`src/rtl/anm_pkg.sv`:
```
`timescale 1ns/1ps
package anm_pkg;

  typedef enum logic [1:0] {
    SRCH_OFF  = 2'b00,
    SRCH_FULL = 2'b01,
    SRCH_HI_A = 2'b10,
    SRCH_HI_B = 2'b11
  } srch_mode_e;

endpackage

```
`src/rtl/anm_ctl_reg.sv`:
```
`timescale 1ns/1ps
module anm_ctl_reg
  import anm_pkg::*;
#(
  parameter int LBL_W = 11,
  parameter int REG_W = 16
) (
  input  logic             clk,
  input  logic             rst_n,
  input  logic             we,
  input  logic [REG_W-1:0] wdata,
  output logic [LBL_W-1:0] srch_name,
  output srch_mode_e       srch_mode
);

  localparam int NAME_EN = LBL_W;
  localparam int MODE_LO = LBL_W + 1;
  localparam int MODE_HI = LBL_W + 2;
  localparam int MODE_EN = LBL_W + 3;

  logic [LBL_W-1:0] name_q, name_d;
  srch_mode_e       mode_q, mode_d;
  logic             name_ld, mode_ld;

  assign name_ld = we && wdata[NAME_EN];
  assign mode_ld = we && wdata[MODE_EN];

  always_comb begin
    name_d = name_q;
    mode_d = mode_q;
    if (name_ld) name_d = wdata[LBL_W-1:0];
    if (mode_ld) mode_d = srch_mode_e'(wdata[MODE_HI:MODE_LO]);
  end

  always_ff @(posedge clk or negedge rst_n) begin
    if (!rst_n) begin
      name_q <= '0;
      mode_q <= SRCH_OFF;
    end else begin
      if (name_ld) name_q <= name_d;
      if (mode_ld) mode_q <= mode_d;
    end
  end

  assign srch_name = name_q;
  assign srch_mode = mode_q;

  // name field follows its own enable
  a_r2_name_keep: assert property (@(posedge clk) disable iff (!rst_n)
    !(we && wdata[NAME_EN]) |=> $stable(srch_name));
  a_r2_name_load: assert property (@(posedge clk) disable iff (!rst_n)
    (we && wdata[NAME_EN]) |=> (srch_name == $past(wdata[LBL_W-1:0])));
  // mode field follows its own enable
  a_r3_mode_keep: assert property (@(posedge clk) disable iff (!rst_n)
    !(we && wdata[MODE_EN]) |=> $stable(srch_mode));
  a_r3_mode_load: assert property (@(posedge clk) disable iff (!rst_n)
    (we && wdata[MODE_EN]) |=> (srch_mode == $past(wdata[MODE_HI:MODE_LO])));

endmodule

```
`src/rtl/anm_compare.sv`:
```
`timescale 1ns/1ps
module anm_compare
  import anm_pkg::*;
#(
  parameter int LBL_W  = 11,
  parameter int HI_A_W = 8,
  parameter int HI_B_W = 4
) (
  input  logic             vld,
  input  logic [LBL_W-1:0] label,
  input  logic [LBL_W-1:0] srch_name,
  input  srch_mode_e       srch_mode,
  output logic             hit
);

  localparam int LO_A = LBL_W - HI_A_W;
  localparam int LO_B = LBL_W - HI_B_W;

  logic [LBL_W-1:0] mask_a, mask_b, mask_sel, diff;

  for (genvar i = 0; i < LBL_W; i++) begin : g_mask
    assign mask_a[i] = (i >= LO_A);
    assign mask_b[i] = (i >= LO_B);
  end

  always_comb begin
    unique case (srch_mode)
      SRCH_FULL: mask_sel = '1;
      SRCH_HI_A: mask_sel = mask_a;
      SRCH_HI_B: mask_sel = mask_b;
      default:   mask_sel = '0;
    endcase
  end

  assign diff = (label ^ srch_name) & mask_sel;
  assign hit  = vld && (srch_mode != SRCH_OFF) && (diff == '0);

endmodule

```
`src/rtl/anm_capture.sv`:
```
`timescale 1ns/1ps
module anm_capture #(
  parameter int LBL_W = 11
) (
  input  logic             clk,
  input  logic             rst_n,
  input  logic             hit,
  input  logic             clr,
  input  logic [LBL_W-1:0] label_in,
  output logic             flag,
  output logic [LBL_W-1:0] label_q
);

  logic             flag_q, flag_d;
  logic [LBL_W-1:0] lbl_q, lbl_d;

  always_comb begin
    flag_d = flag_q;
    lbl_d  = lbl_q;
    if (hit) begin
      flag_d = 1'b1;
      lbl_d  = label_in;
    end else if (clr) begin
      flag_d = 1'b0;
    end
  end

  always_ff @(posedge clk or negedge rst_n) begin
    if (!rst_n) begin
      flag_q <= 1'b0;
      lbl_q  <= '0;
    end else begin
      flag_q <= flag_d;
      if (hit) lbl_q <= lbl_d;
    end
  end

  assign flag    = flag_q;
  assign label_q = lbl_q;

  // a hit always sets the flag and captures the label
  a_r8_flag_on_hit: assert property (@(posedge clk) disable iff (!rst_n)
    hit |=> flag);
  a_r8_label_on_hit: assert property (@(posedge clk) disable iff (!rst_n)
    hit |=> (label_q == $past(label_in)));
  // sticky until cleared, cleared when asked
  a_r9_sticky: assert property (@(posedge clk) disable iff (!rst_n)
    (flag && !clr) |=> flag);
  a_r9_clear: assert property (@(posedge clk) disable iff (!rst_n)
    (clr && !hit) |=> !flag);
  a_r9_no_spurious: assert property (@(posedge clk) disable iff (!rst_n)
    (!flag && !hit) |=> !flag);
  // label only moves on a hit
  a_r10_label_hold: assert property (@(posedge clk) disable iff (!rst_n)
    !hit |=> $stable(label_q));

endmodule

```
`src/rtl/assoc_name_search.sv`:
```
`timescale 1ns/1ps
module assoc_name_search
  import anm_pkg::*;
#(
  parameter int LBL_W  = 11,
  parameter int HI_A_W = 8,
  parameter int HI_B_W = 4,
  parameter int REG_W  = 16
) (
  input  logic             clk,
  input  logic             rst_n,
  input  logic             ctl_we,
  input  logic [REG_W-1:0] ctl_wdata,
  input  logic             name_vld,
  input  logic [LBL_W-1:0] name_label,
  input  logic             flag_clr,
  output logic [REG_W-1:0] name_rdata,
  output logic             match_irq
);

  localparam int MODE_LO = LBL_W + 1;
  localparam int MODE_HI = LBL_W + 2;

  logic [LBL_W-1:0] srch_name;
  srch_mode_e       srch_mode;
  logic             hit;
  logic             flag;
  logic [LBL_W-1:0] cap_label;

  anm_ctl_reg #(.LBL_W(LBL_W), .REG_W(REG_W)) u_ctl (
    .clk       (clk),
    .rst_n     (rst_n),
    .we        (ctl_we),
    .wdata     (ctl_wdata),
    .srch_name (srch_name),
    .srch_mode (srch_mode)
  );

  anm_compare #(.LBL_W(LBL_W), .HI_A_W(HI_A_W), .HI_B_W(HI_B_W)) u_cmp (
    .vld       (name_vld),
    .label     (name_label),
    .srch_name (srch_name),
    .srch_mode (srch_mode),
    .hit       (hit)
  );

  anm_capture #(.LBL_W(LBL_W)) u_cap (
    .clk      (clk),
    .rst_n    (rst_n),
    .hit      (hit),
    .clr      (flag_clr),
    .label_in (name_label),
    .flag     (flag),
    .label_q  (cap_label)
  );

  always_comb begin
    name_rdata                  = '0;
    name_rdata[REG_W-1]         = flag;
    name_rdata[MODE_HI:MODE_LO] = srch_mode;
    name_rdata[LBL_W-1:0]       = cap_label;
  end

  assign match_irq = flag;

  // search off never hits
  a_r4_off_no_hit: assert property (@(posedge clk) disable iff (!rst_n)
    (srch_mode == SRCH_OFF) |-> !hit);
  // no strobe, no hit
  a_r11_no_strobe: assert property (@(posedge clk) disable iff (!rst_n)
    !name_vld |-> !hit);
  // interrupt tracks the read-back flag bit
  a_r8_irq_bit: assert property (@(posedge clk) disable iff (!rst_n)
    match_irq == name_rdata[REG_W-1]);

endmodule

```
`config.mk`:
```
export PLATFORM = sky130hd
export DESIGN_NAME = assoc_name_search
export DESIGN_NICKNAME = d
export VERILOG_FILES = /design/src/rtl/anm_pkg.sv /design/src/rtl/anm_ctl_reg.sv /design/src/rtl/anm_compare.sv /design/src/rtl/anm_capture.sv /design/src/rtl/assoc_name_search.sv
export SDC_FILE = /design/constraint.sdc
export NUM_CORES = 1
export LEC_CHECK = 0
export BUFFER_PORTS_ARGS = -buffer_cell sky130_fd_sc_hd__buf_2
export CAP_MARGIN = 20
export CORE_AREA = 8 8 78 80
export CTS_CLUSTER_SIZE = 14
export DETAILED_ROUTE_END_ITERATION = 10
export DIE_AREA = 0 0 86 88
export PLACE_DENSITY_LB_ADDON = 0.08
export SETUP_SLACK_MARGIN = 0.5
export SKIP_LAST_GASP = 1
export SLEW_MARGIN = 20
export SYNTH_ARGS = -nofsm -noshare
export SYNTH_HDL_FRONTEND = slang
export SYNTH_SLANG_ARGS = --single-unit
```
`constraint.sdc`:
```
create_clock -name clk -period 1.5 [get_ports clk]
set_input_delay 0 -clock clk [delete_from_list [all_inputs] [get_ports clk]]
set_output_delay 0 -clock clk [all_outputs]
set_load 0.01 [all_outputs]
```
=== Word level (Yosys, flattened, before mapping) ===
Cells that the tools add are included.

* Output and inout port bits: 17
* Input port bits: 32
* Flip-flop bits (word level): 25
* Logic and storage cells: 19

* Bitwise operators: 2
* Multiplexer cells: 3
* Reductions and logical operators: 7
* Equality and inequality tests: 3

{| class="wikitable"
|+ Operators by type and width
! kind !! count
|-
| $pmux W11 S3 || 1
|-
| $and A11 B11 Y11 || 1
|-
| $logic_not A11 Y1 || 1
|-
| $xor A11 B11 Y11 || 1
|-
| $eq A2 B2 Y1 const B || 2
|-
| $logic_and A1 B1 Y1 || 4
|-
| $reduce_bool A2 Y1 || 2
|-
| $eq A2 B1 Y1 const B || 1
|-
| $mux W1 || 2
|}

=== Longest topological paths before layout ===
* Word-level depth: 6
* Mapped depth: 6

=== By module ===
From an unflattened synthesis, not the netlist that was laid out.

* Cell total of the unflattened synthesis: 80
* Area, all modules: 1224.9 sq um

{| class="wikitable"
|+ Modules (own cells, without submodules)
! module !! times used !! seq. area each (sq um) !! cells each !! area each (sq um)
|-
| anm_ctl_reg || 1 || 325.3 || 29 || 530.5
|-
| anm_capture || 1 || 300.3 || 26 || 481.7
|-
| anm_compare || 1 || 0.0 || 21 || 186.4
|-
| assoc_name_search || 1 || 0.0 || 4 || 26.3
|}

=== Worst setup path before layout ===
No wires, ideal clock.

* Path type: register to register
* From: reg u_ctl.name_q[6] (netlist: u_ctl.srch_name[6])
* To: reg u_cap.lbl_q[0] (netlist: u_cap.label_q[0])
* Cell stages (with the launch flop): 6
* Buffers on the path: 1
* Arrival: 1495 ps
* Path slack: -120 ps
* Library setup time: 125 ps
* Cell sequence: dfrtp_1 > xor2_1 > o41ai_2 > nand4_2 > buf_6 > mux2_4

* Word-level cells in the longest chain between the ends: 4

{| class="wikitable"
|+ Ends and longest elaborated chain
! item !! line !! RTL
|-
| start: declaration || anm_ctl_reg.sv:21 || <nowiki>logic [LBL_W-1:0] name_q, name_d;</nowiki>
|-
| start signal: assignment || anm_ctl_reg.sv:40 || <nowiki>if (name_ld) name_q <= name_d;</nowiki>
|-
| $xor A11 B11 Y11 || anm_compare.sv:35 || <nowiki>assign diff = (label ^ srch_name) & mask_sel;</nowiki>
|-
| $and A11 B11 Y11 || anm_compare.sv:35 ||
|-
| $logic_not A11 Y1 || anm_compare.sv:36 || <nowiki>assign hit = vld && (srch_mode != SRCH_OFF) && (diff == '0);</nowiki>
|-
| $logic_and A1 B1 Y1 || anm_compare.sv:36 ||
|-
| end signal: assignment || anm_capture.sv:34 || <nowiki>if (hit) lbl_q <= lbl_d;</nowiki>
|-
| end: declaration || anm_capture.sv:15 || <nowiki>logic [LBL_W-1:0] lbl_q, lbl_d;</nowiki>
|}

No other way between the ends.
A chain may end at the register's enable or synchronous reset.

=== Final worst setup path ===
* From: reg u_ctl.name_q[3] (netlist: u_ctl.srch_name[3])
* To: reg u_cap.lbl_q[10] (netlist: u_cap.label_q[10])

The elaborated chain is that of the path after synthesis.

==> flow_metrics.tcl <==
set metrics [dict create \
    maxCapViolCount 0 \
    fin_skew_ps 13.5 \
    grt_setup_unrepaired "yes" \
    dp_hpwl_mm 2.22 \
    failed_checks "negative setup slack" \
    synth_edf_count 0 \
    grt_max_degree 26 \
    drcViolationCount 0 \
    synthArstFlopShare 1.00 \
    clock-sinks 25 \
    slew_headroom 0.603 \
    worstMarginPinSlew_ps 596 \
    postLayoutCoreUtil 0.371 \
    coreArea_sq_um 4910 \
    port_buffers 45 \
    switching_share 0.298 \
    ios 49 \
    drt_iter0_markers 30 \
    cts_tree "yes" \
    timing.final.crit_share 1.14 \
    diodes 0 \
    netlist.area_leader.share 0.530 \
    yosysUniqueCellTypes 18 \
    critical_path.startpoint_type "flip-flop" \
    vias 874 \
    cp_max_fo 4 \
    die_area_sq_um 7570 \
    synth_seq_cells 25 \
    synth_top_cells_by_count "25 x dfrtp_1, 15 x mux2_2, 9 x mux2_4, 7 x xor2_1, 4 x xnor2_1" \
    fin_nets 193 \
    setup_ws_ps -203 \
    synthTopCellsByArea "dfrtp_1 53%, mux2_2 14%, mux2_4 11%" \
    p_per_area_nw_per_um2 1210 \
    antenna_found_initial 0 \
    ant_nets 0 \
    pwr-share-seq 0.448 \
    leakage_nw 0.896 \
    avgSynthCellArea_sq_um 14.8 \
    cts-buffers-inserted 3 \
    grt_pass1_wl_mm 4.84 \
    layout-drive-gt1-share 0.522 \
    place_ws_ps -200 \
    path_buf_inv 1 \
    clock.fmax_mhz 587 \
    clock_tree.root_cell "clkbuf_8" \
    start_util 0.240 \
    grt_pass1_vias 1013 \
    synth_area_sq_um 1180 \
    max_stage_delay_ps 390 \
    crit_path_top_delay_cell "dfrtp_1" \
    synth_flop_cell "dfrtp_1" \
    p_clk_frac 0.188 \
    critical_path.cell_chain "xor2_1 > o41ai_2 > nand4_2 > buf_4 > mux2_4" \
    seq_area_frac_synth 0.530 \
    p_int_w 0.00155 \
    timing_worst_setup_path_type "flip-flop to flip-flop" \
    clk_pin_slew_ps 100 \
    drt-total-wl_mm 2.97 \
    rows 26 \
    drtPass1Iterations 2 \
    worstSkewPairLatency_ps 270 \
    p_total_w 0.00221 \
    setup_viol 11 \
    period_needed_ps 1700 \
    areaGrowthSynthToFinish_pct 54.3 \
    grtUsageTotal 0.0817 \
    synth_most_common_cell "dfrtp_1" \
    netlist_instances 80 \
    place.gp.congestion 0.645 \
    combPwrFrac 0.364 \
    htreeDepth 1 \
    worstPathRequired_ps 1670 \
    synth_top_cell_by_area "dfrtp_1" \
    ir_drop_v 0.000439 \
    hp-class "primary input to flip-flop" \
    cp.arrival_ps 1870 \
    hold_viol 0 \
    end_kind "flip-flop" \
    ys_warn_count 0 \
    vias_per_cell 3.85 \
    slew_viol_final 0 \
    wl_per_cell_um 13.1 \
    outcome "finished, violations left" \
    switching_power_w 0.000658 \
    cts_buffer_depth 2 \
    die_h_um 88 \
    die_x_um 86 \
    critical_path.top_delay_family "flip-flops" \
    grt_overflow 0 \
]
## what timing repair did
item                                    CTS  global route
pin swaps                                 1             0
resized for setup                         3             0
endpoints found under the setup margin   12            12
hold endpoints to repair                 49             1
hold buffers                             25             1
setup buffers                             0             0
## per-layer routing
layer	track usage	routed length, um
met1	0.0936	1320
met2	0.137	1360
met3	0.0375	263
met4	0.0143	15
met5	0	0
## registers in the layout (all words and copies together) (netlist names)
name	cells
u_ctl.srch_name	11
u_cap.label_q	11
u_ctl.srch_mode	2
u_cap.flag	1
## cell usage in the layout, fill, tap and decap left out, types with 2 or more instances in the layout
cell type	Yosys	routed
buf_2	0	45
buf_4	3	5
clkbuf_8	0	3
conb_1	1	2
dfrtp_1	25	25
dlygate4sd3_1	0	26
ha_1	3	3
inv_1	3	3
mux2_2	15	15
mux2_4	9	9
nand2_1	2	2
xnor2_1	4	4
xor2_1	7	7
## worst register-to-register path: cells and delay by family (launching register included)
family | cells | cell delay, ps
buf+inv | 1 | 210
xor+xnor | 1 | 160
flops | 1 | 390
compound gates | 1 | 370
simple gates | 1 | 180
mux | 1 | 290
## power groups by stage
stage,clock network (W),registers (W),logic [W]
floorplan,0,0.00107,0.000381
global placement,0,0.00100,0.000756
detailed placement,0,0.00100,0.000760
CTS,0.000445,0.000993,0.000823
global route,0.000460,0.00101,0.000873
finish,0.000415,0.000989,0.000804
## metrics by stage
step / TNS, ps / instances / cell area (sq um) / hold slack (ps)
after CTS: -2270 / 226 / 1810 / 2.86
final: -2070 / 227 / 1820 / 94.2
after global routing: -2980 / 227 / 1820 / 118
after detailed placement: -1950 / 197 / 1510 / 48.4
after floorplan: -1050 / 81 / 1180 / -296
after global placement: -1420 / 197 / 1510 / 33.6
## cell type report
class / instances / area [sq um]
fillers: 506 / 3090
flip-flops and latches: 25 / 626
repair buffers: 77 / 534
multi-input cells: 48 / 515
well taps: 70 / 87.6
clock buffers: 3 / 41.3
inverters: 3 / 11.3
clock inverters: 1 / 7.51
## logic make-up after synthesis
kind of cell,after synthesis,synth area share
DFF,25,0.530
muxes,24,0.257
xor gates and xnor gates,11,0.0816
buffers and inverters,8,0.0413
AOI/OAI and AO/OA,4,0.0328
and+or+nand+nor,4,0.0222
adders and majority gates,3,0.0318
other,1,0.00317
## worst paths after layout
kind | startpoint | to | slack [ps] | cells past startpoint
setup / recovery | u_ctl.srch_name[3]$_DFFE_PN0P_ | u_cap.label_q[10]$_DFFE_PN0P_ | -200 | 5
hold / removal | ctl_wdata[14] | u_ctl.srch_mode[1]$_DFFE_PN0P_ | 90 | 3
setup reg to reg | u_ctl.srch_name[3]$_DFFE_PN0P_ | u_cap.label_q[10]$_DFFE_PN0P_ | -200 | 5
hold reg to reg | u_cap.label_q[9]$_DFFE_PN0P_ | u_cap.label_q[9]$_DFFE_PN0P_ | 510 | 1
max in group asynchronous | rst_n | u_cap.label_q[1]$_DFFE_PN0P_ | 830 | 2
min in group asynchronous | rst_n | u_cap.flag$_DFFE_PN0P_ | 250 | 2
Power figures use the tool's default switching activity.
